<file path="src/rtl/irq_mask_unit_pkg.sv">
package irq_mask_unit_pkg;

   // word offsets of the register port
   localparam int unsigned OFF_SET = 0;
   localparam int unsigned OFF_CLR = 1;
   localparam int unsigned OFF_MSK = 2;
   localparam int unsigned OFF_STS = 3;
   localparam int unsigned OFF_RAW = 4;

   // shared bit layout of mask, status and raw view
   localparam int unsigned B_RX_TRIG  = 0;
   localparam int unsigned B_RX_EMPTY = 1;
   localparam int unsigned B_RX_FULL  = 2;
   localparam int unsigned B_TX_EMPTY = 3;
   localparam int unsigned B_TX_FULL  = 4;
   localparam int unsigned B_OVERRUN  = 5;
   localparam int unsigned B_FRAMING  = 6;
   localparam int unsigned B_PARITY   = 7;
   localparam int unsigned B_TIMEOUT  = 8;
   localparam int unsigned MIN_EVT    = 9;

   typedef enum logic [1:0] {
      RD_ZERO = 2'd0,
      RD_MSK  = 2'd1,
      RD_STS  = 2'd2,
      RD_RAW  = 2'd3
   } rd_sel_e;

endpackage

</file>
<file path="src/rtl/irq_mask_unit_mask.sv">
module irq_mask_unit_mask #(
   parameter int unsigned       W   = 9,
   parameter logic [W-1:0]      RST = '0
) (
   input  logic         clk,
   input  logic         rst_n,
   input  logic         set_en,
   input  logic [W-1:0] set_bits,
   input  logic         clr_en,
   input  logic [W-1:0] clr_bits,
   output logic [W-1:0] mask_q
);

   logic [W-1:0] set_v;
   logic [W-1:0] clr_v;
   logic [W-1:0] mask_d;

   assign set_v = set_en ? set_bits : '0;
   assign clr_v = clr_en ? clr_bits : '0;

   // clear applied after set, so a clear wins on a shared bit
   assign mask_d = (mask_q | set_v) & ~clr_v;

   always_ff @(posedge clk or negedge rst_n) begin
      if (!rst_n) mask_q <= RST;
      else        mask_q <= mask_d;
   end

   AST_MASK_SET: assert property (@(posedge clk) disable iff (!rst_n)
      (set_en && !clr_en) |=> ((mask_q & $past(set_bits)) == $past(set_bits)));
   AST_MASK_CLR: assert property (@(posedge clk) disable iff (!rst_n)
      clr_en |=> ((mask_q & $past(clr_bits)) == '0));
   AST_MASK_HOLD: assert property (@(posedge clk) disable iff (!rst_n)
      (!set_en && !clr_en) |=> $stable(mask_q));

endmodule

</file>
<file path="src/rtl/irq_mask_unit_status.sv">
module irq_mask_unit_status #(
   parameter int unsigned W = 9
) (
   input  logic         clk,
   input  logic         rst_n,
   input  logic [W-1:0] evt,
   input  logic [W-1:0] mask,
   input  logic [W-1:0] clr,
   output logic [W-1:0] sts_q
);

   logic [W-1:0] hit;
   assign hit = evt & mask;

   for (genvar i = 0; i < W; i++) begin : g_bit
      always_ff @(posedge clk or negedge rst_n) begin
         if (!rst_n)          sts_q[i] <= 1'b0;
         else if (hit[i])     sts_q[i] <= 1'b1;
         else if (clr[i])     sts_q[i] <= 1'b0;
      end
   end

   AST_STS_GATED: assert property (@(posedge clk) disable iff (!rst_n)
      1'b1 |=> (((sts_q & ~$past(sts_q)) & ~$past(mask)) == '0));
   AST_STS_STICKY: assert property (@(posedge clk) disable iff (!rst_n)
      1'b1 |=> (($past(sts_q) & ~sts_q & ~$past(clr)) == '0));
   AST_SET_WINS: assert property (@(posedge clk) disable iff (!rst_n)
      ((evt & mask & clr) != '0) |=> ((sts_q & $past(evt & mask & clr)) == $past(evt & mask & clr)));

endmodule

</file>
<file path="src/rtl/irq_mask_unit_irq.sv">
module irq_mask_unit_irq #(
   parameter int unsigned W       = 9,
   parameter bit          REG_OUT = 1'b1
) (
   input  logic         clk,
   input  logic         rst_n,
   input  logic [W-1:0] sts,
   input  logic [W-1:0] mask,
   output logic         irq
);

   logic pend;
   assign pend = |(sts & mask);

   if (REG_OUT) begin : g_reg
      logic irq_q;
      always_ff @(posedge clk or negedge rst_n) begin
         if (!rst_n) irq_q <= 1'b0;
         else        irq_q <= pend;
      end
      assign irq = irq_q;

      AST_IRQ_LAG: assert property (@(posedge clk) disable iff (!rst_n)
         1'b1 |=> (irq == $past(|(sts & mask))));
   end else begin : g_comb
      assign irq = pend;
   end

endmodule

</file>
<file path="src/rtl/irq_mask_unit_rdmux.sv">
module irq_mask_unit_rdmux
   import irq_mask_unit_pkg::*;
#(
   parameter int unsigned W      = 9,
   parameter int unsigned DATA_W = 16,
   parameter int unsigned ADDR_W = 3
) (
   input  logic              clk,
   input  logic              rst_n,
   input  logic [ADDR_W-1:0] addr,
   input  logic [W-1:0]      mask,
   input  logic [W-1:0]      sts,
   input  logic [W-1:0]      raw,
   output logic [DATA_W-1:0] rdata
);

   rd_sel_e sel;

   always_comb begin
      unique case (addr)
         ADDR_W'(OFF_MSK): sel = RD_MSK;
         ADDR_W'(OFF_STS): sel = RD_STS;
         ADDR_W'(OFF_RAW): sel = RD_RAW;
         default:          sel = RD_ZERO;
      endcase
   end

   always_comb begin
      case (sel)
         RD_MSK:  rdata = DATA_W'(mask);
         RD_STS:  rdata = DATA_W'(sts);
         RD_RAW:  rdata = DATA_W'(raw);
         default: rdata = '0;
      endcase
   end

   AST_WO_ZERO: assert property (@(posedge clk) disable iff (!rst_n)
      ((addr == ADDR_W'(OFF_SET)) || (addr == ADDR_W'(OFF_CLR))) |-> (rdata == '0));

endmodule

</file>
<file path="src/rtl/irq_mask_unit.sv">
module irq_mask_unit
   import irq_mask_unit_pkg::*;
#(
   parameter int unsigned   EVT_W    = 9,
   parameter int unsigned   DATA_W   = 16,
   parameter int unsigned   ADDR_W   = 3,
   parameter logic [EVT_W-1:0] MASK_RST = '0,
   parameter bit            IRQ_REG  = 1'b1
) (
   input  logic              clk,
   input  logic              rst_n,
   input  logic              reg_wr,
   input  logic [ADDR_W-1:0] reg_addr,
   input  logic [DATA_W-1:0] reg_wdata,
   output logic [DATA_W-1:0] reg_rdata,
   input  logic [EVT_W-1:0]  evt_in,
   input  logic              raw_rx_trig,
   input  logic              raw_rx_empty,
   input  logic              raw_tx_empty,
   input  logic              raw_tx_full,
   output logic              irq
);

   localparam int unsigned ADDR_SPAN = 1 << ADDR_W;

   if (EVT_W < MIN_EVT) begin : g_bad_evt
      $error("EVT_W must cover the shared bit layout");
   end
   if (DATA_W < EVT_W) begin : g_bad_data
      $error("DATA_W must be at least EVT_W");
   end
   if (ADDR_SPAN <= OFF_RAW) begin : g_bad_addr
      $error("ADDR_W too small for the register set");
   end

   logic [EVT_W-1:0] wbits;
   logic             wr_set, wr_clr, wr_sts;
   logic [EVT_W-1:0] sts_clr;
   logic [EVT_W-1:0] mask_q;
   logic [EVT_W-1:0] sts_q;
   logic [EVT_W-1:0] raw_vec;

   assign wbits  = reg_wdata[EVT_W-1:0];
   if (DATA_W > EVT_W) begin : g_hi
      logic unused_hi;
      assign unused_hi = ^reg_wdata[DATA_W-1:EVT_W];
   end

   assign wr_set  = reg_wr && (reg_addr == ADDR_W'(OFF_SET));
   assign wr_clr  = reg_wr && (reg_addr == ADDR_W'(OFF_CLR));
   assign wr_sts  = reg_wr && (reg_addr == ADDR_W'(OFF_STS));
   assign sts_clr = wr_sts ? wbits : '0;

   always_comb begin
      raw_vec               = '0;
      raw_vec[B_RX_TRIG]    = raw_rx_trig;
      raw_vec[B_RX_EMPTY]   = raw_rx_empty;
      raw_vec[B_TX_EMPTY]   = raw_tx_empty;
      raw_vec[B_TX_FULL]    = raw_tx_full;
   end

   irq_mask_unit_mask #(.W(EVT_W), .RST(MASK_RST)) u_mask (
      .clk(clk), .rst_n(rst_n),
      .set_en(wr_set), .set_bits(wbits),
      .clr_en(wr_clr), .clr_bits(wbits),
      .mask_q(mask_q)
   );

   irq_mask_unit_status #(.W(EVT_W)) u_sts (
      .clk(clk), .rst_n(rst_n),
      .evt(evt_in), .mask(mask_q), .clr(sts_clr),
      .sts_q(sts_q)
   );

   irq_mask_unit_irq #(.W(EVT_W), .REG_OUT(IRQ_REG)) u_irq (
      .clk(clk), .rst_n(rst_n),
      .sts(sts_q), .mask(mask_q), .irq(irq)
   );

   irq_mask_unit_rdmux #(.W(EVT_W), .DATA_W(DATA_W), .ADDR_W(ADDR_W)) u_rd (
      .clk(clk), .rst_n(rst_n), .addr(reg_addr),
      .mask(mask_q), .sts(sts_q), .raw(raw_vec),
      .rdata(reg_rdata)
   );

   AST_RST_QUIET: assert property (@(posedge clk) $rose(rst_n) |-> (sts_q == '0 && !irq));
   AST_RAW_NO_STS: assert property (@(posedge clk) disable iff (!rst_n)
      (evt_in == '0 && !wr_sts) |=> $stable(sts_q));

endmodule

</file>
<file path="config.mk">
export PLATFORM = sky130hd
export DESIGN_NAME = irq_mask_unit
export DESIGN_NICKNAME = d
export VERILOG_FILES = /design/src/rtl/irq_mask_unit_pkg.sv /design/src/rtl/irq_mask_unit_mask.sv /design/src/rtl/irq_mask_unit_status.sv /design/src/rtl/irq_mask_unit_irq.sv /design/src/rtl/irq_mask_unit_rdmux.sv /design/src/rtl/irq_mask_unit.sv
export SDC_FILE = /design/constraint.sdc
export NUM_CORES = 1
export LEC_CHECK = 0
export ABC_CLOCK_PERIOD_IN_PS = 900
export BUFFER_PORTS_ARGS = -buffer_cell sky130_fd_sc_hd__buf_4
export CELL_PAD_IN_SITES_DETAIL_PLACEMENT = 0
export CELL_PAD_IN_SITES_GLOBAL_PLACEMENT = 1
export CORE_MARGIN = 3
export CORE_UTILIZATION = 30
export CTS_BUF_LIST = sky130_fd_sc_hd__clkbuf_2
export DETAILED_ROUTE_END_ITERATION = 10
export HOLD_SLACK_MARGIN = 0.1
export PLACE_DENSITY_LB_ADDON = 0.1
export SETUP_SLACK_MARGIN = 0.2
export SKIP_CTS_REPAIR_TIMING = 1
export SLEW_MARGIN = 20
export SYNTH_ARGS = -nofsm -noshare
export SYNTH_HDL_FRONTEND = slang
export SYNTH_HIERARCHICAL = 1
export SYNTH_SLANG_ARGS = --single-unit
export TNS_END_PERCENT = 1
</file>
<file path="constraint.sdc">
create_clock -name clk -period 0.9 [get_ports clk]
set_input_delay 0 -clock clk [delete_from_list [all_inputs] [get_ports clk]]
set_output_delay 0 -clock clk [all_outputs]
set_load 0.01 [all_outputs]
</file>
Yosys cells after proc, flatten, opt, wreduce, memory -nomap -nowiden --
Cells that the tools add are included.
Word-level totals: flip-flop bits (word level) 19, latch bits 0, RAM bits 0, ROM bits 0, output and inout bits 17, memories 0
Operators by class: $add $sub $neg 0, multiply operators 0, div/mod/pow operators 0, magnitude comparators 0, eq/ne operators 7, shift-type cells 0, multiplexer cells 23, bitwise operators 5, reduce and logical (&&, ||, !) cells 14
Operators by type and width (count):
- 9-bit AND | 3
- 9-bit two-way mux | 3
- 9-bit one-hot mux with 3 select lines | 1
- 1-bit two-way mux | 18
- 2-bit nonzero test | 9
- 9-bit inverter | 1
- 9-bit OR | 1
- 9-bit OR reduction | 1
- 3-bit by 2-bit equality test with 1-bit output (second input constant) | 2
- 2-bit one-hot mux with 3 select lines | 1
- 2-bit equality test (second input constant) | 2
- 3-bit by 1-bit equality test with 1-bit output (second input constant) | 1
- 3-bit equality test (second input constant) | 1
- 1-bit logical AND | 3
- 3-bit zero test | 1
- 2-bit by 1-bit equality test with 1-bit output (second input constant) | 1

Longest topological paths before layout --
depth in word-level cells 5, depth in mapped cells 4

Modules after synthesis --
Netlist, hierarchy kept.
By module, submodules not included:
- irq_mask_unit_mask | instances 1, cells each 29, area an instance 399.1 µm², sequential area each 225.2 µm²
- irq_mask_unit_status | instances 1, cells each 36, area an instance 371.6 µm², sequential area each 225.2 µm²
- irq_mask_unit_rdmux | instances 1, cells each 30, area an instance 267.8 µm², sequential area each 0.0 µm²
- irq_mask_unit | instances 1, cells each 14, area an instance 117.6 µm², sequential area each 0.0 µm²
- irq_mask_unit_irq | instances 1, cells each 6, area an instance 71.3 µm², sequential area each 25.0 µm²

Worst setup path after synthesis --
No wires, ideal clock.
path kind register to register, start point register u_mask.mask_q[4], end point register u_irq.g_reg.irq_q, in the netlist u_irq/irq, setup time 0.135 ns, arrival time 0.842 ns, data required time 0.765 ns, slack -0.078 ns, stages on the path, launching flop included 4, clock period less this slack 0.978 ns, path through dfrtp_1 > a22o_1 > a221oi_2 > nand3_1
On the way: longest elaborated chain between the ends 2
RTL lines:
- start, declared | line irq_mask_unit_mask.sv:11 | output logic [W-1:0] mask_q
- start signal, assigned | line irq_mask_unit_mask.sv:26 | else mask_q <= mask_d;
- 9-bit AND | line irq_mask_unit_irq.sv:13 | assign pend = |(sts & mask);
- 9-bit OR reduction | line irq_mask_unit_irq.sv:13
- named net u_irq.pend | line irq_mask_unit_irq.sv:12 | logic pend;
- end signal, assigned | line irq_mask_unit_irq.sv:19 | else irq_q <= pend;
- end, declared | line irq_mask_unit_irq.sv:16 | logic irq_q;
The timed path passes the listed nets, and every way through them passes these cells. A chain may end at the register's enable or synchronous reset.

Worst setup path after layout --
start point register u_mask.mask_q[0], end point output reg_rdata[0]
On the way: longest elaborated chain between the ends 1
RTL lines:
- 9-bit one-hot mux with 3 select lines | line irq_mask_unit_rdmux.sv:29 | case (sel)
- end, declared | line irq_mask_unit.sv:15 | output logic [DATA_W-1:0] reg_rdata,
Every way passes these cells.

==> metrics.md <==
| Metric | Value |
|---|---|
| Status | finished with violations |
| Failing checks | setup timing |
| Commonest non-fill, non-tap cell in the layout | buf_4 |
| Worst R2R Setup Slack | -260 ps |
| Max Slew Vio Count | 0 |
| Final Skew | 6.45 ps |
| Antenna Nets Post-Route | 0 |
| Syn. warnings | 6 |
| Worst skew pair latency | 310 ps |
| Post-synthesis instance total | 115 |
| Setup WS pre-CTS | -161 ps |
| Netlist Area Pre-Place | 1230 um^2 |
| VDD IR max | approximately 750 uV |
| Cell taking the most area after synthesis | dfrtp_1 |
| Finished Cell Area | 1990 um^2 |
| Pre-antenna DRT Iters | 4 |
| Total track usage | between 10% and 20% |
| FMAX | slightly below 800 MHz |
| CTS tree | yes |
| Syn_area_per_cell | 10.7 um^2 |
| Setup TNS | -2920 ps |
| Initial DRC count | 46 |
| Final hold violations | 0 |
| Core ar. | 3800 um^2 |
| FF+latch count, synth | 19 |
| Area growth syn-to-layout | 61.8% |
| RSZ-0062 raised after global routing | yes |
| Sink Count | 19 |
| Final HPWL DP | 2410 um |
| Die extent in x | 70.0 um |
| Setup crit end kind | primary output |
| Reg2Reg Launch Point | u_mask/mask_q[4] |
| CTS Buffer Depth | 2 |
| CP Data Arrival Time | about 1300 ps |
| Diode count | 0 |
| Yosys cell types | 23 |
| Largest net degree at the start of global routing | 20 |
| Vias in the first global route | roughly 1000 |
| Worst r2r dst | u_irq/irq |
| CP Launch Type | flop |
| Clock-pin slew on the worst setup and hold paths | ~190 ps |
| Kind of critical path | flop to primary output |
| Fin crit share | 141% |
| Final setup violation count | 10 |
| DR WL/cell | 13.2 um |
| Largest cells by area after synthesis | dfrtp_1 (39%), a21oi_2 (13%), mux2i_1 (7.3%) |
| R2r worst-path depth | 4 |
| Post-synthesis sequential area ratio | 38.7% |
| Clock tree root driver cell | clkbuf_2 |
| DP Area | approximately 1700 um^2 |
| Leak | 0.000949 uW |
| Total CTS buffers | 3 |
| Nets | 234 |
| Die area | 4900 um^2 |
| Worst setup startpoint | u_mask/mask_q[0] |
| Final Util | 52.3% |
| GPL Wtd Cong | about 0.76 |
| Data required time of the critical path | approximately 900 ps |
| I/O Buffers | 37 |
| Share of cells above drive strength 1 | 54.0% |
| Starting density of the core | 32.3% |
| Routed WL | approximately 3300 um |
| I/O Pins | 52 |
| Initial antenna violation count | 0 |
| First-pass GRT wire length | a little over 5000 um |
| Setup WS post-layout | -370 ps |
| # Max-Cap Violations | 0 |
| Die Ht | between 60 and 70 um |
| # DRC | 0 |
| Number of vias per cell | 4.35 |
| Routed vias | approximately 1100 |
| Pwr dens | 1330 nW/um^2 |
| Critical path fanouts, max | 3 |
| Crit path time final | approximately 1300 ps |
| FP Rows | 22 |
| Most frequent cells in the layout | buf_4 (51), dlygate4sd3_1 (19), dfrtp_1 (19) |
| Remaining global-route overflow | 0 |
| Post-synth top area share | 38.7% |
| Crit path to | reg_rdata[0] |
| Hold/Removal Path Class | primary input to asynchronous set/reset pin |
| H-tree lvl count | 1 |
[worst min-delay path by stage]
stage / cells after the start / slack, ps / end
3_5_place_dp: 1 / -100 / u_sts/sts_q[5]
6_report: 2 / 70 / u_sts/sts_q[5]
4_1_cts: 1 / -480 / u_sts/sts_q[5]
3_3_place_gp: 1 / -100 / u_sts/sts_q[5]
2_1_floorplan: 0 / -300 / u_irq/irq
5_1_grt: 2 / 10 / u_sts/sts_q[5]
[critical path, cell delays in order, from the launching register on]
cell and delay, ps:
dfrtp_1 430, buf_6 130, mux2i_2 160, o2bb2ai_1 80, buf_4 160
[layer usage]
metal	vias to the layer above	global-route usage [%]	part of all wire [%]
li1	554	-	-
met3	2	4.17	4.4
met4	0	1.91	0.28
met5	-	0	0
met2	26	22.0	52
met1	489	17.2	43
[cells by family after synthesis]
| family | share of synthesized area [%] |
|---|---|
| multiplexers | 7.34 |
| AND/OR/NAND/NOR | 13.7 |
| flip-flops | 38.7 |
| buffers and inverters | 10.6 |
| other | 0.612 |
| AO/OA/AOI/OAI | 29.1 |
[where the power goes]
group	internal (uW)	switching (uW)	leakage (uW)	total, uW
Sequential	1010	134	0.000205	1140
Combinational	655	463	0.000727	1120
Clock	101	278	0.0000164	379
Total	1770	875	0.000949	2640
[stage by stage]
stage          hold WS (ps)  power (uW)  cells
6_report               66.5        2640    246
5_1_grt                11.8        2860    246
4_1_cts                -484        2490    224
3_5_place_dp          -99.9        2100    220
3_3_place_gp           -100        2080    220
2_1_floorplan          -296        1640    125
[cell type report]
cell class | instances | area (um^2)
clock buffer | 3 | 15.0
clock inverter | 1 | 5.00
fill | 374 | 1810
inverter | 9 | 33.8
multi-input combinational | 85 | 682
sequential | 19 | 475
tap | 48 | 60.1
timing repair buffer | 81 | 714
[flip-flops by register name, summed over array words and instances (netlist names)]
name	count
u_sts/sts_q	9
u_mask/mask_q	9
u_irq/irq	1
[synthesized netlist by cell type]
cell type and count:
buf_6 3, inv_1 9, a22oi_1 1, o21ai_2 9, mux2i_1 9, conb_1 2, or2b_1 1, nor4b_1 1
dfrtp_1 19, nand2_1 9, a221oi_2 1, a21oi_2 18, and4bb_2 1, and2_1 3, and4b_1 1, nand3_1 1
buf_2 2, buf_4 7, a22o_1 1, o2bb2ai_1 9, nor3b_4 1, and2_4 6, a222oi_1 1
Note: power is estimated with default switching activity, not from simulation.
